### src/rtl/wake_pkg.sv
package wake_pkg;
    localparam int DATA_W       = 32;
    localparam int KEY_W        = 8;
    localparam int NUM_SRC      = 7;
    localparam int VBAT_RPT_BIT = 8;
    localparam int PIN_MODE_BIT = 9;
    localparam logic [KEY_W-1:0] UNLOCK_KEY = 8'hA5;

    // register bit that enables event source i
    function automatic int src_bit(input int i);
        case (i)
            0: return 0;
            1: return 1;
            2: return 2;
            3: return 4;
            4: return 5;
            5: return 6;
            default: return 10;
        endcase
    endfunction

    function automatic logic [DATA_W-1:0] impl_mask();
        logic [DATA_W-1:0] m;
        m = '0;
        for (int i = 0; i < NUM_SRC; i++) m[src_bit(i)] = 1'b1;
        m[VBAT_RPT_BIT] = 1'b1;
        m[PIN_MODE_BIT] = 1'b1;
        return m;
    endfunction

    typedef enum logic {
        TS_ARMED   = 1'b0,
        TS_TRIPPED = 1'b1
    } tamp_state_t;
endpackage

### src/rtl/wake_cfg_reg.sv
module wake_cfg_reg
    import wake_pkg::*;
#(
    parameter int W  = DATA_W,
    parameter int KW = KEY_W
) (
    input  logic         clk,
    input  logic         rst_n,
    input  logic         wr_en,
    input  logic [W-1:0] wr_data,
    input  logic         wp_lock,
    output logic [W-1:0] cfg_q,
    output logic         wr_err
);
    localparam logic [W-1:0] MASK = W'(impl_mask());

    logic key_ok;
    logic accept;

    assign key_ok = (wr_data[W-1 -: KW] == UNLOCK_KEY);
    assign accept = wr_en && !wp_lock && key_ok;

    always_ff @(posedge clk or negedge rst_n) begin
        if (!rst_n) begin
            cfg_q  <= '0;
            wr_err <= 1'b0;
        end else begin
            wr_err <= wr_en && !accept;
            if (accept) cfg_q <= wr_data & MASK;
        end
    end
endmodule

### src/rtl/wake_aggregator.sv
module wake_aggregator #(
    parameter int N = 7
) (
    input  logic         clk,
    input  logic         rst_n,
    input  logic         backup_mode,
    input  logic [N-1:0] evt_in,
    input  logic [N-1:0] src_en,
    output logic         wake_req
);
    logic any_hit;

    assign any_hit = |(evt_in & src_en);

    always_ff @(posedge clk or negedge rst_n) begin
        if (!rst_n) wake_req <= 1'b0;
        else        wake_req <= backup_mode && any_hit;
    end
endmodule

### src/rtl/tamper_override.sv
module tamper_override
    import wake_pkg::*;
(
    input  logic clk,
    input  logic rst_n,
    input  logic tamper_in,
    input  logic backup_mode,
    input  logic hold_mode,
    input  logic rtc_cfg_in,
    output logic rtc_pin_out
);
    tamp_state_t state_q;
    tamp_state_t state_d;

    always_comb begin
        state_d = state_q;
        unique case (state_q)
            TS_ARMED:   if (tamper_in) state_d = TS_TRIPPED;
            TS_TRIPPED: state_d = TS_TRIPPED;
        endcase
    end

    always_ff @(posedge clk or negedge rst_n) begin
        if (!rst_n) state_q <= TS_ARMED;
        else        state_q <= state_d;
    end

    always_comb begin
        rtc_pin_out = rtc_cfg_in;
        unique case (state_q)
            TS_ARMED:   if (hold_mode && backup_mode) rtc_pin_out = 1'b1;
            TS_TRIPPED: rtc_pin_out = rtc_cfg_in;
        endcase
    end
endmodule

### src/rtl/wake_src_ctrl.sv
module wake_src_ctrl
    import wake_pkg::*;
(
    input  logic              clk,
    input  logic              rst_n,
    input  logic              wr_en,
    input  logic [DATA_W-1:0] wr_data,
    input  logic              wp_lock,
    output logic [DATA_W-1:0] rd_data,
    output logic              wr_err,
    input  logic              backup_mode,
    input  logic [NUM_SRC-1:0] evt_in,
    output logic              wake_req,
    input  logic              vbat_evt_in,
    output logic              vbat_report_out,
    input  logic              tamper_in,
    input  logic              rtc_cfg_in,
    output logic              rtc_pin_out
);
    logic [DATA_W-1:0]  cfg_q;
    logic [NUM_SRC-1:0] src_en;

    wake_cfg_reg #(.W(DATA_W), .KW(KEY_W)) u_cfg (
        .clk     (clk),
        .rst_n   (rst_n),
        .wr_en   (wr_en),
        .wr_data (wr_data),
        .wp_lock (wp_lock),
        .cfg_q   (cfg_q),
        .wr_err  (wr_err)
    );

    for (genvar g = 0; g < NUM_SRC; g++) begin : g_en
        assign src_en[g] = cfg_q[src_bit(g)];
    end

    wake_aggregator #(.N(NUM_SRC)) u_agg (
        .clk         (clk),
        .rst_n       (rst_n),
        .backup_mode (backup_mode),
        .evt_in      (evt_in),
        .src_en      (src_en),
        .wake_req    (wake_req)
    );

    tamper_override u_tamp (
        .clk         (clk),
        .rst_n       (rst_n),
        .tamper_in   (tamper_in),
        .backup_mode (backup_mode),
        .hold_mode   (cfg_q[PIN_MODE_BIT]),
        .rtc_cfg_in  (rtc_cfg_in),
        .rtc_pin_out (rtc_pin_out)
    );

    assign vbat_report_out = vbat_evt_in && cfg_q[VBAT_RPT_BIT];
    assign rd_data         = cfg_q;
endmodule

### config.mk
export PLATFORM = sky130hd
export DESIGN_NAME = wake_src_ctrl
export DESIGN_NICKNAME = d
export VERILOG_FILES = /design/src/rtl/wake_pkg.sv /design/src/rtl/wake_cfg_reg.sv /design/src/rtl/wake_aggregator.sv /design/src/rtl/tamper_override.sv /design/src/rtl/wake_src_ctrl.sv
export SDC_FILE = /design/constraint.sdc
export NUM_CORES = 1
export LEC_CHECK = 0
export ABC_CLOCK_PERIOD_IN_PS = 1700
export CAP_MARGIN = 40
export CORE_MARGIN = 2
export CORE_UTILIZATION = 28
export CTS_CLUSTER_SIZE = 14
export DETAILED_ROUTE_END_ITERATION = 7
export GPL_ROUTABILITY_DRIVEN = 0
export PLACE_DENSITY = 0.9
export SETUP_SLACK_MARGIN = 0.5
export SYNTH_ARGS = -nofsm -noshare
export SYNTH_HDL_FRONTEND = slang
export SYNTH_SLANG_ARGS = --single-unit
### constraint.sdc
create_clock -name clk -period 1.7 [get_ports clk]
set_clock_uncertainty 0.15 [all_clocks]
set_input_delay 0.34 -clock clk [delete_from_list [all_inputs] [get_ports clk]]
set_output_delay 0.34 -clock clk [all_outputs]
set_load 0.02 [all_outputs]
==> results.md, run 1 <==
Routing:
- The detailed router finished its first iteration with 2 violations.
- Wires add up to 1.726 mm.
- Before antenna repair, the detailed router went through 4 iterations.
- The via total after detailed routing is between 500 and 600.
- After detailed routing, the average wire length per cell comes to 11.82 um.
- The antenna violation net count after detailed routing is 0.
- The via density per instance is 4.082.
- The number of remaining DRC errors is 0.

STA:
- The final hold violation count is 0.
- The final count of pins violating max slew came to 0.
- The timing-limited maximum frequency is 0.6935 GHz.
- The smallest hold slack is between 0.15 and 0.2 ns.
- The worst path needs between 1 and 1.5 ns of the cycle, external delays included.
- Setup slack closes at 0.2581 ns.
- Setup violations remaining at the end of the flow were counted as 0.
- The fraction of the cycle the final worst path needs is 0.8482.
- Setup repair after global routing could not meet its margin everywhere.

Setup path:
- The register-to-register path setup slack is approximately 0.44 ns.
- Measured in cells, the most critical reg-to-reg path has a length of 3.
- STA puts the critical path data arrival time at between 0.9 and 1 ns.
- The endpoint of the worst register-to-register path is u_agg.wake_req.
- STA classifies the critical path startpoint as a flop.
- The startpoint identified for the worst register-to-register timing path is u_cfg.cfg_q[4].
- Tracing the worst setup path back leads to its startpoint at u_cfg.cfg_q[9].
- Of all nets on the critical path, the largest fanout is 3.
- The most critical setup path has its endpoint at rtc_pin_out.
- The required time at the worst-slack endpoint is 1.21 ns.
- The type of element capturing the critical path is an output pin.
- By startpoint and endpoint, the worst setup path is classified as reg2out.

GRT:
- In the global route stage, overall resource usage came out at 0.1225.
- The number of global-route vias before repair is 563.
- The number of antenna violations at the first check in global routing is 0.
- The total overflow reported by the global router is 0.
- Entering global routing, the biggest net connects 13 pins.
- The first global-routing pass estimated approximately 2.5 mm of wire.

Finish:
- Across the whole layout, storage elements account for ~300 sq um.
- From synthesis to final layout, the design area changed by 75.36%.
- The multi-input gate area in the final layout is about 350 sq um.
- The layout filler cell count is 230.
- The antenna diode count is 0.
- The final layout net count is between 150 and 200.
- The share of final-layout standard cells stronger than drive strength 1 is 0.4310.

Yosys:
- The adder-cell share of the synthesized area is 0.
- Of the total synthesized cell area, the portion taken by XOR and XNOR cells is 0.
- By area, the combinational part of the netlist is dominated by buffers and inverters.
- The compound-cell area share of the yosys netlist is 0.05536.
- The number of synthesis warnings is 0.
- dfrtp_1 takes more of the synthesized area than any other cell.
- After synthesis the cells add up to roughly 700 sq um.
- In the post-synthesis netlist, the biggest area contributors are dfrtp_1 43%, buf_4 26%, mux2_2 14%.
- The portion of the post-synthesis area used by sequential elements is 0.4286.
- The number of synthesized flops with an enable pin is 0.
- Counting flops with an async set or reset pin after synthesis yields a share of 1.000.
- Of the total synthesized cell area, the portion taken by AND, OR, NAND and NOR gates is 0.1036.
- The flop and latch count out of synthesis is 12.
- The proportion of synthesized area in mux cells is 0.1446.
- The netlist uses 15 different library cells.
- The average size of a mapped cell is between 10 and 15 sq um.
- Synthesis handed over a netlist of between 50 and 60 instances.
- The share of synthesized area in the top cell type comes to 0.4286.
- For this run, the leading register cell type out of synthesis is dfrtp_1.

Place:
- The wire-length estimate of the detail-placed layout is 1.302 mm.
- The placement-stage worst setup slack is -0.3814 ns.
- The count of port buffers added during placement is 44.

Clocking:
- CTS placed an instance of clkbuf_4 at the clock tree root.
- The sink count of the clock tree is 12.
- The depth of the CTS H-tree is 1.
- The CTS tree is done.
- The later-pin clock latency in the skew report is 0.26 ns.
- Buffers inserted during clock tree synthesis total 3.
- Clock-pin slew was measured on the worst setup and hold paths at around 0.07 ns.
- The longest clock path from root to sink contains 2 buffers.

Power:
- The switching power share of the total is 0.2789.
- The cell-internal power is between 400 and 500 uW.
- Summed over all nets, the switching power comes to 181.8 uW.
- VDD sags by at most roughly 0.25 mV.
- Power spread over the standard cell area amounts to approximately 530 nW/um^2.
- The sequential power share is 0.459.
- The share of total power dissipated in the clock network is 0.260.
- Summed over all cells, the static leakage comes to approximately 0.00065 uW.
- The overall power of the completed layout is about 650 uW.
- The combinational power share is 0.281.

Floorplan:
- The die covers ~2900 sq um.
- The horizontal extent of the die is ~54 um.
- The floorplan step set the die height to about 54 um.
- The placeable core region is around 2400 sq um.
- During I/O placement, the number of pins put on the boundary was between 80 and 90.
- The initialized floorplan defines 18 standard-cell rows.
- The initial utilization of the core area, before any placement, comes to 0.2881.

Run:
- The tool flagged a number of max-cap violations equal to 0.

Run status:
- The run finished with clean final reports.

Worst hold path:
- The worst hold path was traced through 2 stages.
- The min-delay analysis places its worst path in the category in2reg.
==> cells in the final DEF, fill, tap and decap left out, drive strengths merged <==
master	count
a31oi	1
dfrtp	12
conb	23
dlygate4sd2	5
nand4b	2
clkdlybuf4s15	3
or2	1
a222oi	1
and2	2
mux2	9
and4bb	2
clkdlybuf4s50	18
nand2	1
inv	1
a22oi	2
buf	29
clkbuf	3
o21bai	1
==> routing by layer <==
layer | vias to the layer above | GRT usage | part of all wire
met3 | 0 | 0.03333 | 0.11
met1 | 277 | 0.1322 | 0.37
li1 | 274 | - | -
met4 | 0 | 0.03750 | 0
met5 | - | 0 | 0
met2 | 45 | 0.2297 | 0.52
==> kinds of logic (layout without fill, tap and decap cells) <==
group           after synthesis  count (layout)
mux                           9               9
buf+inv                      25              59
other cells                   1              23
compound gates                5               5
flops                        12              12
simple gates                  7               8
==> power groups by stage <==
stage,Clock (uW),Sequential [uW],Combinational (uW)
after CTS,181,299,182
after global routing,193,300,198
after global placement,0,303,172
after floorplan,0,313,103
final,169,299,183
after detailed placement,0,304,174
==> per-stage QoR <==
step           cells  cell area (sq um)  TNS [ns]    util
2_1_floorplan     81              787.0         0       -
3_3_place_gp     133               1100    -2.391  0.4522
3_5_place_dp     133               1100    -2.712  0.4522
4_1_cts          144               1211         0  0.4979
5_1_grt          146               1229         0  0.5051
6_report         146               1229         0  0.5051
==> worst max-delay path, stage by stage (launching register included) <==
cell	delay (ns)
dfrtp_1	0.38
nand2_2	0.08
o21bai_4	0.11
buf_6	0.13
==> state kept, by name, indices dropped and copies added (netlist names) <==
signal / flops
u_cfg.wr_err: 1
u_agg.wake_req: 1
u_cfg.cfg_q: 9
u_tamp.state_q: 1
==> synth_stat cells, drive strengths merged (2+ instances only) <==
library cell,count
a22oi,2
and2,2
and4bb,2
buf,24
dfrtp,12
mux2,9
==> worst min path at each step <==
stage,startpoint,to
floorplan,rst_n,u_agg.wake_req
global placement,u_tamp.state_q,u_tamp.state_q
detailed placement,u_tamp.state_q,u_tamp.state_q
CTS,wr_en,u_cfg.wr_err
global route,wr_en,u_cfg.wr_err
finish,wr_en,u_cfg.wr_err
==> final cells by class <==
class / count / share of cell area
timing repair buffer: 55 / 0.4185
sequential: 12 / 0.2444
multi-input combinational: 45 / 0.2851
tap: 30 / 0.03055
clock buffer: 3 / 0.01833
inverter: 1 / 0.003055
==> repair_timing <==
| item | 4_1_cts | 5_1_grt |
|---|---|---|
| gates resized for setup | 111 | 1 |
| setup endpoints to repair | 24 | 23 |
| hold buffers | 0 | 0 |
| gates cloned | 1 | 0 |
| buffers inserted | 7 | 2 |
| pin swaps | 6 | 4 |
Note: power is estimated with default switching activity, not from simulation.
==> run 2: changes to the inputs <==
ABC_CLOCK_PERIOD_IN_PS = 1430   (was 1700)
CORE_UTILIZATION = 26   (was 28)
PLACE_DENSITY = 0.85   (was 0.9)
clock period = 1.43 ns   (was 1.7 ns; I/O delays follow)
==> run 2 against run 1 <==
  * The flow now finishes with violations (negative hold slack)
  * Power grew 32%
  * Sequential power grew 19%
  * Core utilization shrank 0.66 points
  * Global-route usage grew 1.4 points
  * Design area grew 2.3%
  * Setup slack lost 0.24 ns
  * Final cell count shrank 1.4%
  * Register-to-register slack lost 0.28 ns
  * Wire length grew 21%
  * Sequential cell count is the same
==> results.md, run 2 (synthesis gave the netlist of run 1 again) <==
Run status:
- Result of the run: finished, violations left (was finished clean).
- The final reports fail on negative hold slack.

STA:
- The worst pin sits at a relative slew slack of 0.6219.
- The smallest hold slack is -0.1722 ns (was 0.1713 ns).
- The final count of pins violating max slew is 0 (unchanged).
- Setup repair after global routing missed its margin: yes (unchanged).
- The slew at the pin closest to its max-slew limit is 0.5662 ns.
- The final hold violation count was 12 (was 0).
- Based on the critical path, the design can be clocked at up to 0.7083 GHz.
- The final critical path time including I/O delays and setup is between 1 and 1.5 ns.
- The final setup violation count is 0 (unchanged).
- The setup total negative slack is 0 ns (unchanged).
- Of the available clock period, the critical path in the final layout requires 0.9872.

Floorplan:
- The placeable core region is 2522 sq um (was 2432 sq um).
- The vertical die dimension came to 55.91 um (was 54.03 um).
- The horizontal extent of the die is 55.91 um (was 54.03 um).
- The starting density of the core came to 0.2778 (was 0.2881).
- The row count is 18 (unchanged).
- The number of placed I/O pins was 83 (unchanged).
- The area of the die is 3126 sq um (was 2919 sq um).

Finish:
- Commonest non-fill, non-tap cells in the layout: 23 x conb_1, 18 x buf_6, 17 x clkdlybuf4s50_1 (was 23 x conb_1, 18 x clkdlybuf4s50_1, 14 x buf_6).
- The most common cell after layout, fill and taps aside is conb_1 (unchanged).
- The area growth from synthesis to layout was 79.46% (was 75.36%).
- The final standard cell utilization of the core was 0.4985 (was 0.5051).
- The final design instance area without fill is 1257 sq um (was 1229 sq um).
- The layout filler cell count came to 196 (was 230).
- The multi-input gate area in the final layout was 380.4 sq um (was 350.3 sq um).
- The flip-flop count of the largest register, all copies and words added is 9 (unchanged).
- The antenna diode count came to 0 (unchanged).
- The share of final-layout standard cells stronger than drive strength 1 is 0.4474 (was 0.4310).
- The final layout net count is 162 (was 165).
- The area used by sequential logic in the layout was 300.3 sq um (unchanged).
- The register ranked first by flip-flop count was u_cfg.cfg_q (unchanged).

GRT:
- The number of antenna violations at the first check in global routing is 0 (unchanged).
- The global-route layer with the greatest usage is met2 (unchanged).
- The fraction of met2 tracks used by global routing was 0.2228 (was 0.2297).
- The total overflow reported by the global router is 0 (unchanged).
- The wire length of the first global-routing pass is 3.256 mm (was 2.525 mm).
- The global routing usage on met3 is 0.05814 (was 0.03333).
- The maximum number of pins on one net before global-route repair is 13 (unchanged).
- The all-layer global routing usage is 0.1362 (was 0.1225).
- The number of global-route vias before repair is 678 (was 563).
- The global-route track usage on met1 is 0.1525 (was 0.1322).

Setup path:
- The dominant delay contributor by cell family on the critical path is flip-flops (unchanged).
- The slowest cell on the critical path is dfrtp_1 (unchanged).
- Crit-path cells: o21bai_4, buf_6 (was nand2_2, o21bai_4, buf_6).
- The required time at the worst-slack endpoint came to 0.99 ns (was 1.21 ns).
- The sort of element at the start of the critical path is a flop (unchanged).
- The maximum fanout along the worst path is 2 (was 3).
- The register-to-register path setup slack is 0.16 ns (was 0.44 ns).
- The buffers plus inverters on the worst setup path was 1 (unchanged).
- The startpoint of the lowest-slack register-to-register path was u_cfg.cfg_q[1] (was u_cfg.cfg_q[4]).
- The worst stage delay on the critical path is 0.42 ns (was 0.38 ns).
- The endpoint of the worst register-to-register path is u_agg.wake_req (unchanged).
- The worst-case reg-to-reg path depth is 3 (unchanged).
- The arrival time reported for the critical path endpoint is 0.98 ns (was 0.95 ns).
- The class of the most critical setup path is reg2out (unchanged).
- The type of element capturing the critical path is an output pin (unchanged).

Routing:
- The via density per instance came to 4.403 (was 4.082).
- The antenna violation net count after detailed routing is 0 (unchanged).
- The detailed router's first-iteration violation count is 15 (was 2).
- The total detailed-routing wirelength is 2.085 mm (was 1.726 mm).
- The number of search-and-repair iterations in the first detailed-routing pass is 4 (unchanged).
- The via total after detailed routing is 634 (was 596).
- The detailed-route wire length per cell came to 14.48 um (was 11.82 um).
- The number of remaining DRC errors came to 0 (unchanged).

Clocking:
- The number of clock buffers inserted by TritonCTS is 3 (unchanged).
- The clock transition at the register clock pins on the worst setup and hold paths after CTS is 0.08 ns (was 0.07 ns).
- The later-pin clock latency in the skew report came to 0.28 ns (was 0.26 ns).
- The CTS root buffer is clkbuf_4 (unchanged).
- The maximum buffer depth of the clock tree is 2 (unchanged).
- The sink count of the clock tree came to 12 (unchanged).
- The depth of the CTS H-tree is 1 (unchanged).
- The number of buffers inserted by hold repair at cts was 0 (unchanged).
- The CTS tree was done (unchanged).

Power:
- The power per standard cell area is 681.6 nW/um^2 (was 530.4 nW/um^2).
- The maximum ir drop on the vdd rail is 0.4973 mV (was 0.2452 mV).
- The leakage power of the design is 0.0006844 uW (was 0.0006493 uW).

Place:
- The placed standard-cell area is 1132 sq um (was 1100 sq um).
- The half-perimeter wire length of the detailed placement result is 1.411 mm (was 1.302 mm).
- The count of port buffers added during placement is 44 (unchanged).

Worst hold path:
- The worst min-delay path class is in2async (was in2reg).

Run:
- The max capacitance violation total is 0 (unchanged).
==> run 2: cell count changes in the layout (fill, tap and decap cells not counted), moves of 2 or more <==
| cell | before | now |
|---|---|---|
| buf_6 | 14 | 18 |
| mux2_2 | 8 | 0 |
| mux2_4 | 1 | 9 |
| clkbuf_2 | 0 | 2 |
| buf_4 | 11 | 6 |
| clkdlybuf4s15_1 | 3 | 0 |
==> run 2: area by class of cell <==
class	instances	area share
repair buffers	52	0.3970
flip-flops and latches	12	0.2388
inverters	1	0.002985
well taps	30	0.02985
clock buffers	4	0.02886
multi-input cells	45	0.3025
==> run 2: report_power, final <==
| part | internal (uW) | switching [uW] |
|---|---|---|
| clock network | 155 | 123 |
| logic | 112 | 110 |
| registers | 349 | 8.21 |
| total | 616 | 241 |
==> run 2: per-stage QoR <==
| step | setup WS [ns] | instances | total power, uW | hold WS (ns) |
|---|---|---|---|---|
| finish | 0.01826 | 144 | 857.0 | -0.1722 |
| global route | -0.04995 | 144 | 900.5 | -0.1344 |
| CTS | 0.01327 | 143 | 854.8 | 0.09663 |
| detailed placement | -0.5942 | 136 | 573.0 | 0.3709 |
| global placement | -0.5718 | 136 | 568.8 | 0.3707 |
| floorplan | 0.09898 | 81 | 497.5 | -0.1596 |
==> run 2: what timing repair did <==
item,in CTS,in global routing
buffers inserted,2,1
pin swaps,7,3
resized for setup,113,14
hold endpoints to repair,0,12
setup endpoints to repair,25,37
gates cloned,1,0
==> run 2: per-layer routing <==
layer	vias to the layer above	wire length (um)
li1	269	-
met1	291	758
met2	70	1022
met3	4	273
met4	0	30
met5	-	0
==> run 2: worst max path at each step <==
| stage | startpoint | to | slack [ns] | cells after the start |
|---|---|---|---|---|
| after floorplan | wr_data[28] | u_cfg.cfg_q[0] | 0.1 | 3 |
| after global placement | backup_mode | rtc_pin_out | -0.57 | 4 |
| after detailed placement | backup_mode | rtc_pin_out | -0.59 | 4 |
| after CTS | u_tamp.state_q | rtc_pin_out | 0.01 | 2 |
| after global routing | u_cfg.cfg_q[9] | rtc_pin_out | -0.05 | 3 |
| final | u_tamp.state_q | rtc_pin_out | 0.02 | 2 |
